### config.mk
export PLATFORM = sky130hd
export DESIGN_NAME = prio_irq_controller
export DESIGN_NICKNAME = d
export VERILOG_FILES = /design/src/rtl/irqc_pkg.sv /design/src/rtl/irqc_ctrl.sv /design/src/rtl/irqc_datapath.sv /design/src/rtl/prio_irq_controller.sv
export SDC_FILE = /design/constraint.sdc
export NUM_CORES = 1
export LEC_CHECK = 0
export BUFFER_PORTS_ARGS = -buffer_cell sky130_fd_sc_hd__clkbuf_2
export CAP_MARGIN = 20
export CORE_AREA = 4 4 80 119
export CTS_CLUSTER_DIAMETER = 120
export DETAILED_ROUTE_END_ITERATION = 10
export DIE_AREA = 0 0 84 123
export PLACE_DENSITY = 0.7
export SLEW_MARGIN = 15
export SYNTH_ARGS = -nofsm -noshare
export SYNTH_HDL_FRONTEND = slang
export SYNTH_SLANG_ARGS = --single-unit
### constraint.sdc
create_clock -name clk -period 5.07 [get_ports clk]
set_input_delay 1.014 -clock clk [delete_from_list [all_inputs] [get_ports clk]]
set_output_delay 1.014 -clock clk [all_outputs]
set_load 0.05 [all_outputs]
### src/rtl/irqc_pkg.sv
package irqc_pkg;
  localparam int LINES = 8;
  localparam int IDX_W = $clog2(LINES);
  localparam int BASE_W = 8 - IDX_W;

  typedef struct packed {
    logic              initClear;
    logic              loadMask;
    logic [7:0]        maskVal;
    logic              eoiEn;
    logic              eoiSpecific;
    logic [IDX_W-1:0]  eoiPin;
    logic              rotateOn;
    logic              setPrio;
    logic [IDX_W-1:0]  prioVal;
    logic              pollAccept;
  } ctrlStb_t;

  // Scan from low+1 with wrap; stop at a blocking bit, return first eligible.
  function automatic logic [IDX_W:0] pickWinner(
    input logic [LINES-1:0] req,
    input logic [LINES-1:0] block,
    input logic [LINES-1:0] msk,
    input logic [IDX_W-1:0] low
  );
    logic done;
    logic [IDX_W:0] res;
    logic [IDX_W-1:0] p;
    done = 1'b0;
    res = '0;
    for (int k = 0; k < LINES; k++) begin
      p = low + IDX_W'(k + 1);
      if (!done) begin
        if (block[p]) begin
          done = 1'b1;
        end else if (req[p] && !msk[p]) begin
          done = 1'b1;
          res = {1'b1, p};
        end
      end
    end
    return res;
  endfunction
endpackage

### src/rtl/irqc_ctrl.sv
module irqc_ctrl
  import irqc_pkg::*;
#(
  parameter bit IS_MASTER = 1'b1
) (
  input  logic             clk,
  input  logic             rstN,
  input  logic             cpuWr,
  input  logic             cpuRd,
  input  logic             cpuAddr,
  input  logic [7:0]       cpuWrData,
  output logic [7:0]       cpuRdData,
  input  logic [LINES-1:0] requestQ,
  input  logic [LINES-1:0] serviceQ,
  input  logic [LINES-1:0] maskQ,
  input  logic             winnerValid,
  input  logic [IDX_W-1:0] winnerPin,
  output ctrlStb_t         stb,
  output logic             readyQ,
  output logic             aeoiQ,
  output logic             sfnQ,
  output logic             rotateQ,
  output logic [BASE_W-1:0] baseQ
);
  typedef enum logic [1:0] {STEP_RUN, STEP_BASE, STEP_CASC, STEP_MODE} step_e;

  step_e stepQ;
  logic  readIsrQ;
  logic  pollQ;

  logic wrEven, wrOdd, isStart, isOcw3, isOcw2, startOk;
  assign wrEven  = cpuWr && !cpuAddr;
  assign wrOdd   = cpuWr && cpuAddr;
  assign isStart = wrEven && cpuWrData[4];
  assign isOcw3  = wrEven && !cpuWrData[4] && readyQ && cpuWrData[3];
  assign isOcw2  = wrEven && !cpuWrData[4] && readyQ && !cpuWrData[3];
  assign startOk = !cpuWrData[1] && cpuWrData[0];

  always_comb begin
    stb = '0;
    stb.initClear   = isStart;
    stb.loadMask    = wrOdd && stepQ == STEP_RUN;
    stb.maskVal     = cpuWrData;
    stb.eoiEn       = isOcw2 && cpuWrData[5];
    stb.eoiSpecific = cpuWrData[6];
    stb.eoiPin      = cpuWrData[IDX_W-1:0];
    stb.rotateOn    = cpuWrData[7];
    stb.setPrio     = isOcw2 && !cpuWrData[5] && cpuWrData[6] && cpuWrData[7];
    stb.prioVal     = cpuWrData[IDX_W-1:0];
    stb.pollAccept  = cpuRd && pollQ;
  end

  always_ff @(posedge clk or negedge rstN) begin
    if (!rstN) begin
      stepQ    <= STEP_RUN;
      readyQ   <= 1'b0;
      aeoiQ    <= 1'b0;
      sfnQ     <= 1'b0;
      rotateQ  <= 1'b0;
      baseQ    <= '0;
      readIsrQ <= 1'b0;
      pollQ    <= 1'b0;
    end else begin
      if (cpuRd && pollQ) pollQ <= 1'b0;
      if (isStart) begin
        readyQ   <= 1'b0;
        readIsrQ <= 1'b0;
        pollQ    <= 1'b0;
        stepQ    <= startOk ? STEP_BASE : STEP_RUN;
      end else if (wrOdd) begin
        unique case (stepQ)
          STEP_BASE: begin
            baseQ <= cpuWrData[7:IDX_W];
            stepQ <= STEP_CASC;
          end
          STEP_CASC: stepQ <= STEP_MODE;
          STEP_MODE: begin
            if (cpuWrData[0]) begin
              aeoiQ  <= cpuWrData[1];
              sfnQ   <= IS_MASTER && cpuWrData[4];
              readyQ <= 1'b1;
              stepQ  <= STEP_RUN;
            end
          end
          default: ;
        endcase
      end else if (isOcw3) begin
        if (!cpuWrData[6] && cpuWrData[1]) begin
          readIsrQ <= cpuWrData[0];
          pollQ    <= cpuWrData[2];
        end
      end else if (isOcw2) begin
        rotateQ <= cpuWrData[7];
      end
    end
  end

  always_comb begin
    if (pollQ)
      cpuRdData = winnerValid ? {1'b1, {(7-IDX_W){1'b0}}, winnerPin} : 8'h00;
    else if (cpuAddr)
      cpuRdData = maskQ;
    else
      cpuRdData = readIsrQ ? serviceQ : requestQ;
  end

  assert_poll_once_R13: assert property (@(posedge clk) disable iff (!rstN)
    (pollQ && cpuRd && !cpuWr) |=> !pollQ);

  assert_mode_reject_R2: assert property (@(posedge clk) disable iff (!rstN)
    (wrOdd && stepQ == STEP_MODE && !cpuWrData[0]) |=> (!readyQ && stepQ == STEP_MODE));

  assert_start_unready_R1: assert property (@(posedge clk) disable iff (!rstN)
    isStart |=> (!readyQ && !pollQ));
endmodule

### src/rtl/irqc_datapath.sv
module irqc_datapath
  import irqc_pkg::*;
#(
  parameter int CASC_LINE = 2
) (
  input  logic             clk,
  input  logic             rstN,
  input  logic [LINES-1:0] irqIn,
  input  logic             ackValid,
  input  logic [IDX_W-1:0] ackPin,
  input  ctrlStb_t         stb,
  input  logic             readyQ,
  input  logic             aeoiQ,
  input  logic             sfnQ,
  input  logic             rotateQ,
  output logic [LINES-1:0] requestQ,
  output logic [LINES-1:0] serviceQ,
  output logic [LINES-1:0] maskQ,
  output logic             winnerValid,
  output logic [IDX_W-1:0] winnerPin,
  output logic             intOut
);
  logic [LINES-1:0] irqPrevQ;
  logic [IDX_W-1:0] lowPrioQ;
  logic             intRaisedQ;

  logic [LINES-1:0] blockView;
  logic [IDX_W:0]   winRes, topIsr;
  logic             acceptEn;
  logic [IDX_W-1:0] acceptPin;
  logic [IDX_W-1:0] eoiTarget;
  logic             eoiHit;
  logic [LINES-1:0] reqNext, svcNext;
  logic [IDX_W-1:0] lowNext;

  always_comb begin
    blockView = serviceQ;
    if (sfnQ) blockView[CASC_LINE] = 1'b0;
  end

  assign winRes      = pickWinner(requestQ, blockView, maskQ, lowPrioQ);
  assign winnerValid = winRes[IDX_W];
  assign winnerPin   = winRes[IDX_W-1:0];
  assign topIsr      = pickWinner(serviceQ, '0, '0, lowPrioQ);

  assign acceptEn  = ackValid || (stb.pollAccept && winnerValid);
  assign acceptPin = ackValid ? ackPin : winnerPin;
  assign eoiTarget = stb.eoiSpecific ? stb.eoiPin : topIsr[IDX_W-1:0];
  assign eoiHit    = stb.eoiEn && (stb.eoiSpecific || topIsr[IDX_W]);

  always_comb begin
    reqNext = requestQ;
    svcNext = serviceQ;
    lowNext = lowPrioQ;
    if (readyQ) reqNext = reqNext | (irqIn & ~irqPrevQ);
    if (eoiHit) begin
      svcNext[eoiTarget] = 1'b0;
      if (stb.rotateOn) lowNext = eoiTarget;
    end else if (stb.setPrio) begin
      lowNext = stb.prioVal;
    end
    if (acceptEn) begin
      if (!irqIn[acceptPin]) reqNext[acceptPin] = 1'b0;
      if (aeoiQ) begin
        if (rotateQ) lowNext = acceptPin;
      end else begin
        svcNext[acceptPin] = 1'b1;
      end
    end
    if (stb.initClear) lowNext = '1;
  end

  always_ff @(posedge clk or negedge rstN) begin
    if (!rstN) begin
      irqPrevQ   <= '0;
      requestQ   <= '0;
      serviceQ   <= '0;
      maskQ      <= '0;
      lowPrioQ   <= '1;
      intRaisedQ <= 1'b0;
    end else begin
      irqPrevQ <= irqIn;
      requestQ <= reqNext;
      serviceQ <= svcNext;
      lowPrioQ <= lowNext;
      if (stb.initClear)     maskQ <= '0;
      else if (stb.loadMask) maskQ <= stb.maskVal;
      if (stb.initClear || !readyQ || acceptEn) intRaisedQ <= 1'b0;
      else if (winnerValid)                     intRaisedQ <= 1'b1;
    end
  end

  assign intOut = intRaisedQ;

  assert_quiet_unready_R3: assert property (@(posedge clk) disable iff (!rstN)
    !readyQ |-> !intOut);

  assert_raise_has_winner_R6: assert property (@(posedge clk) disable iff (!rstN)
    $rose(intOut) |-> $past(winnerValid));

  assert_ack_sets_isr_R7: assert property (@(posedge clk) disable iff (!rstN)
    (ackValid && !aeoiQ && !stb.eoiEn && !stb.initClear) |=> serviceQ[$past(ackPin)]);

  assert_auto_no_isr_R11: assert property (@(posedge clk) disable iff (!rstN)
    (ackValid && aeoiQ && !stb.eoiEn) |=> $stable(serviceQ));

  assert_start_pointer_R1: assert property (@(posedge clk) disable iff (!rstN)
    stb.initClear |=> (lowPrioQ == '1 && maskQ == '0));
endmodule

### src/rtl/prio_irq_controller.sv
module prio_irq_controller
  import irqc_pkg::*;
#(
  parameter bit IS_MASTER = 1'b1,
  parameter int CASC_LINE = 2
) (
  input  logic       clk,
  input  logic       rstN,
  input  logic [7:0] irqIn,
  input  logic       cpuWr,
  input  logic       cpuRd,
  input  logic       cpuAddr,
  input  logic [7:0] cpuWrData,
  output logic [7:0] cpuRdData,
  input  logic       ackValid,
  input  logic [2:0] ackPin,
  output logic       intOut,
  output logic [7:0] vectorOut
);
  ctrlStb_t         stb;
  logic             readyQ, aeoiQ, sfnQ, rotateQ;
  logic [BASE_W-1:0] baseQ;
  logic [LINES-1:0] requestQ, serviceQ, maskQ;
  logic             winnerValid;
  logic [IDX_W-1:0] winnerPin;

  irqc_ctrl #(.IS_MASTER(IS_MASTER)) i_ctrl (
    .clk(clk), .rstN(rstN), .cpuWr(cpuWr), .cpuRd(cpuRd), .cpuAddr(cpuAddr),
    .cpuWrData(cpuWrData), .cpuRdData(cpuRdData),
    .requestQ(requestQ), .serviceQ(serviceQ), .maskQ(maskQ),
    .winnerValid(winnerValid), .winnerPin(winnerPin),
    .stb(stb), .readyQ(readyQ), .aeoiQ(aeoiQ), .sfnQ(sfnQ),
    .rotateQ(rotateQ), .baseQ(baseQ)
  );

  irqc_datapath #(.CASC_LINE(CASC_LINE)) i_datapath (
    .clk(clk), .rstN(rstN), .irqIn(irqIn), .ackValid(ackValid), .ackPin(ackPin),
    .stb(stb), .readyQ(readyQ), .aeoiQ(aeoiQ), .sfnQ(sfnQ), .rotateQ(rotateQ),
    .requestQ(requestQ), .serviceQ(serviceQ), .maskQ(maskQ),
    .winnerValid(winnerValid), .winnerPin(winnerPin), .intOut(intOut)
  );

  assign vectorOut = {baseQ, winnerValid ? winnerPin : {IDX_W{1'b1}}};
endmodule

==> results.md <==
- Die H: about 120 um
- Max-slew violation count: 0
- Peak supply drop: about 0.0004 V
- Most frequent cells in the layout: nand2_1, nor2_1, dfrtp_1, clkbuf_2, mux2i_1
- Post-route DRC: 0
- DP Cell Count: between 600 and 700
- Sw Share: around 48%
- Post-synth EDFFs: 0
- Period utilisation layout: between 90% and 100%
- P_leak: about 2.1 nW
- Final setup TNS: 0 ps
- Crit Reg-Reg Endpoint: i_datapath.requestQ[0]$_DFF_PN0_
- HPWL Detailed: 11670 um
- IO Port Bufs: between 40 and 50
- Worst-Margin Slew: around 630 ps
- Crit path capture: cpuRdData[7]
- GPL Wtd Cong: between 0.9 and 1
- CP Capture Type: output pin
- Ys flop type: dfrtp_1
- FP Rows: between 40 and 50
- Int Power: around 1.2 mW
- DRT iter0 DRCs: 337
- Sequential Power Share: between 20% and 30%
- Fraction of layout cells with a size suffix above 1: around 25%
- Clock buffer depth: 2
- Clock Pin Slew Worst Setup and Hold Paths: about 70 ps
- CTS sink count: 49
- Worst flop-to-flop path startpoint: i_datapath.lowPrioQ[0]$_DFF_PN1_
- WL final: roughly 15000 um
- Crit path kind: reg2out
- Initial antenna violation count: 0
- Die Footprint: just over 10000 um^2
- Synth cell types: 88
- Worst Clk Skew: 7.587 ps
- Dpl cell area: approximately 5000 um^2
- Final Setup Violations: 0
- Syn Nets: around 530
- Sw Pwr: 1.119 mW
- Fin area: slightly above 5000 um^2
- CTS resizes: 0
- Seq cells post-synth: between 40 and 50
- Max FO, Critical Path: 47
- Pre-CTS setup slack: ~440 ps
- Final antenna diode count: 0
- Crit path launch type: flip-flop
- Layout Utilization: 60.51%
- Post-synthesis sequential area ratio: about 27%
- Nets: 562
- RSZ-0062 raised after global routing: no
- Layout Cells excl Fill: ~640
- Hold Buf Count CTS: 0
- Post-CTS Setup Inserts: 0
- Tightest Hold Check Type: reg2reg
- Post-Synthesis Cell Area: 4541 um^2
- Via-to-Cell Ratio: slightly below 7
- Die width: between 80 and 90 um
- Largest family of logic cells by synthesized area: simple AND/OR/NAND/NOR gates
- Combinational fraction of design power: approximately 56%
- CP arrival: 3810 ps
- Synth Area per Inst: just over 9 um^2
- Area Overhead vs Synth: 12.12%
- Minimum clock period: 4822 ps
- WL/cell: between 20 and 25 um
- Antenna-violating nets left: 0
- Leading cell type in the layout, fill and taps excluded: nand2_1
- Register-to-Register Setup Slack: around 1000 ps
- Via count: around 4.3k
- Grt ovf: 0
- Clk pwr share: between 10% and 20%
- Cell count after synthesis: 495
- Max Clk Rate: 0.2074 GHz
- Slew margin rel.: approximately three fifths
- Mux share of post-synthesis cell area: between 10% and 20%
- Post-synthesis xor/xnor area fraction: less than 1%
- Outcome: complete, no violations
- Crit path from: i_datapath.lowPrioQ[0]$_DFF_PN1_
- Number of global-route vias before repair: between 4k and 5k
- Synth Area in Adders: between 1.5 and 2%
- Overall Global Routing Usage: 29.84%
- Ys Warns: 0
- Compound-Gate Fraction of Synth Area: a little under a quarter
- R2R depth: 13
- Largest net degree at the start of global routing: 50
- CTS Buf Count: 5
- Final Hold Vio Count: 0
- DRT Pass-1 Iters: 7
- Required @ worst endpoint: ~4100 ps
- Cell Pwr Density: between 400 and 500 nW/um^2
- Htree depth: 2
- Core area: 8413 um^2
- Worst skew pair latency: about 300 ps
- Clock root cell: clkbuf_16
- # fillers: just under 800
- Async set-reset flop share out of synthesis: 100.0%
- MaxCap Viol Count: 0
- Fin worst setup slack: ~250 ps
- CTS tree: built
- Global-route wire length before repair: around 24000 um
- Starting Density: 53.97%
- Simple-gate area share of the yosys netlist: 23.45%
- I/O pin count: 42
[critical path, stage by stage (launching register included)]
cell and delay, ps:
dfstp_2 560, buf_6 340, mux4_2 630, and2_1 200, a31oi_1 310, and4_1 310, nor3b_4 260, a31oi_2 180
nand3_1 240, nand2_1 80, o21ai_0 200, buf_12 200
[power groups by stage]
stage | registers [mW] | clock network [mW] | logic [mW]
6_report | 0.689 | 0.333 | 1.31
3_3_place_gp | 0.682 | 0 | 1.26
5_1_grt | 0.702 | 0.356 | 1.40
2_1_floorplan | 0.669 | 0 | 0.902
4_1_cts | 0.681 | 0.338 | 1.29
3_5_place_dp | 0.689 | 0 | 1.28
[worst min path at each step]
stage                                           start                     endpoint  slack (ps)  cells past startpoint
after floorplan            i_ctrl.rotateQ$_DFFE_PN0P_   i_ctrl.rotateQ$_DFFE_PN0P_         500                      1
after global placement    i_ctrl.baseQ[3]$_DFFE_PN0P_  i_ctrl.baseQ[3]$_DFFE_PN0P_         470                      2
after detailed placement  i_ctrl.baseQ[3]$_DFFE_PN0P_  i_ctrl.baseQ[3]$_DFFE_PN0P_         490                      2
after CTS                 i_ctrl.baseQ[3]$_DFFE_PN0P_  i_ctrl.baseQ[3]$_DFFE_PN0P_         500                      2
after global routing      i_ctrl.baseQ[1]$_DFFE_PN0P_  i_ctrl.baseQ[1]$_DFFE_PN0P_         520                      1
final                     i_ctrl.baseQ[3]$_DFFE_PN0P_  i_ctrl.baseQ[3]$_DFFE_PN0P_         500                      2
[per-layer routing]
metal	up-vias	track usage [%]	part of all wire, %
met1	2096	33.35	36
met5	-	0	0
li1	1957	-	-
met4	0	21.33	7.3
met3	60	3.800	6.0
met2	202	52.34	51
[synthesized netlist by cell type (3+ instances only)]
| master | number | area (um^2) |
|---|---|---|
| a211o_1 | 4 | 35.03 |
| a21oi_1 | 25 | 125.1 |
| a22o_1 | 8 | 70.07 |
| a22oi_1 | 7 | 52.55 |
| a311oi_1 | 3 | 26.28 |
| a31oi_1 | 4 | 25.02 |
| a32oi_1 | 5 | 43.79 |
| and2_1 | 6 | 37.54 |
| and4_1 | 3 | 26.28 |
| buf_2 | 3 | 15.01 |
| buf_4 | 3 | 22.52 |
| buf_6 | 3 | 33.78 |
| clkbuf_1 | 17 | 63.81 |
| dfrtp_1 | 46 | 1151 |
| dfstp_2 | 3 | 78.83 |
| ha_1 | 7 | 87.58 |
| inv_1 | 11 | 41.29 |
| mux2_2 | 16 | 180.2 |
| mux2i_1 | 31 | 310.3 |
| mux4_2 | 15 | 337.8 |
| nand2_1 | 49 | 183.9 |
| nand2b_1 | 10 | 62.56 |
| nand3_1 | 13 | 65.06 |
| nand3b_1 | 5 | 37.54 |
| nor2_1 | 48 | 180.2 |
| nor2b_1 | 12 | 75.07 |
| nor3_1 | 5 | 25.02 |
| nor3b_1 | 5 | 37.54 |
| nor4b_1 | 3 | 26.28 |
| nor4bb_1 | 5 | 50.05 |
| o211ai_1 | 3 | 22.52 |
| o21ai_0 | 25 | 125.1 |
| o21ai_1 | 3 | 15.01 |
| o21ai_2 | 4 | 35.03 |
| o22ai_1 | 3 | 18.77 |
| o31ai_1 | 7 | 52.55 |
| o32a_1 | 8 | 80.08 |
[cells by family (layout without fill, tap and decap cells)]
logic type                 Yosys count  count (layout)
muxes                               65              65
AOI/OAI and AO/OA                  139             139
DFF                                 49              49
xor gates and xnor gates             4               4
and+or+nand+nor                    192             192
adders and majority gates            7               7
buffers and inverters               39              75
[registers in the layout, indices dropped and copies added (netlist names)]
| register | cells |
|---|---|
| i_ctrl.pollQ | 1 |
| i_ctrl.stepQ | 2 |
| i_datapath.lowPrioQ | 3 |
| i_datapath.requestQ | 8 |
| i_ctrl.aeoiQ | 1 |
| i_ctrl.readIsrQ | 1 |
| i_datapath.serviceQ | 8 |
| i_ctrl.readyQ | 1 |
| i_ctrl.sfnQ | 1 |
| i_datapath.irqPrevQ | 8 |
| i_datapath.intOut | 1 |
| i_ctrl.baseQ | 5 |
| i_ctrl.rotateQ | 1 |
| i_datapath.maskQ | 8 |
[per-stage QoR]
step                hold slack (ps)  power (mW)
finish                        497.3       2.332
global route                  522.8       2.461
CTS                           502.4       2.307
detailed placement            487.9       1.971
global placement              470.7       1.942
floorplan                     500.2       1.572
[area by class of cell]
type | instances | area, um^2 | share of cell area, %
clock buffer | 6 | 128.9 | 2.531
clock inverter | 2 | 15.01 | 0.2949
inverter | 13 | 51.30 | 1.008
multi-input combinational | 407 | 3151 | 61.88
sequential | 49 | 1230 | 24.16
tap | 107 | 133.9 | 2.630
timing repair buffer | 54 | 381.6 | 7.496
No activity file was read; power rests on OpenSTA's default activity.
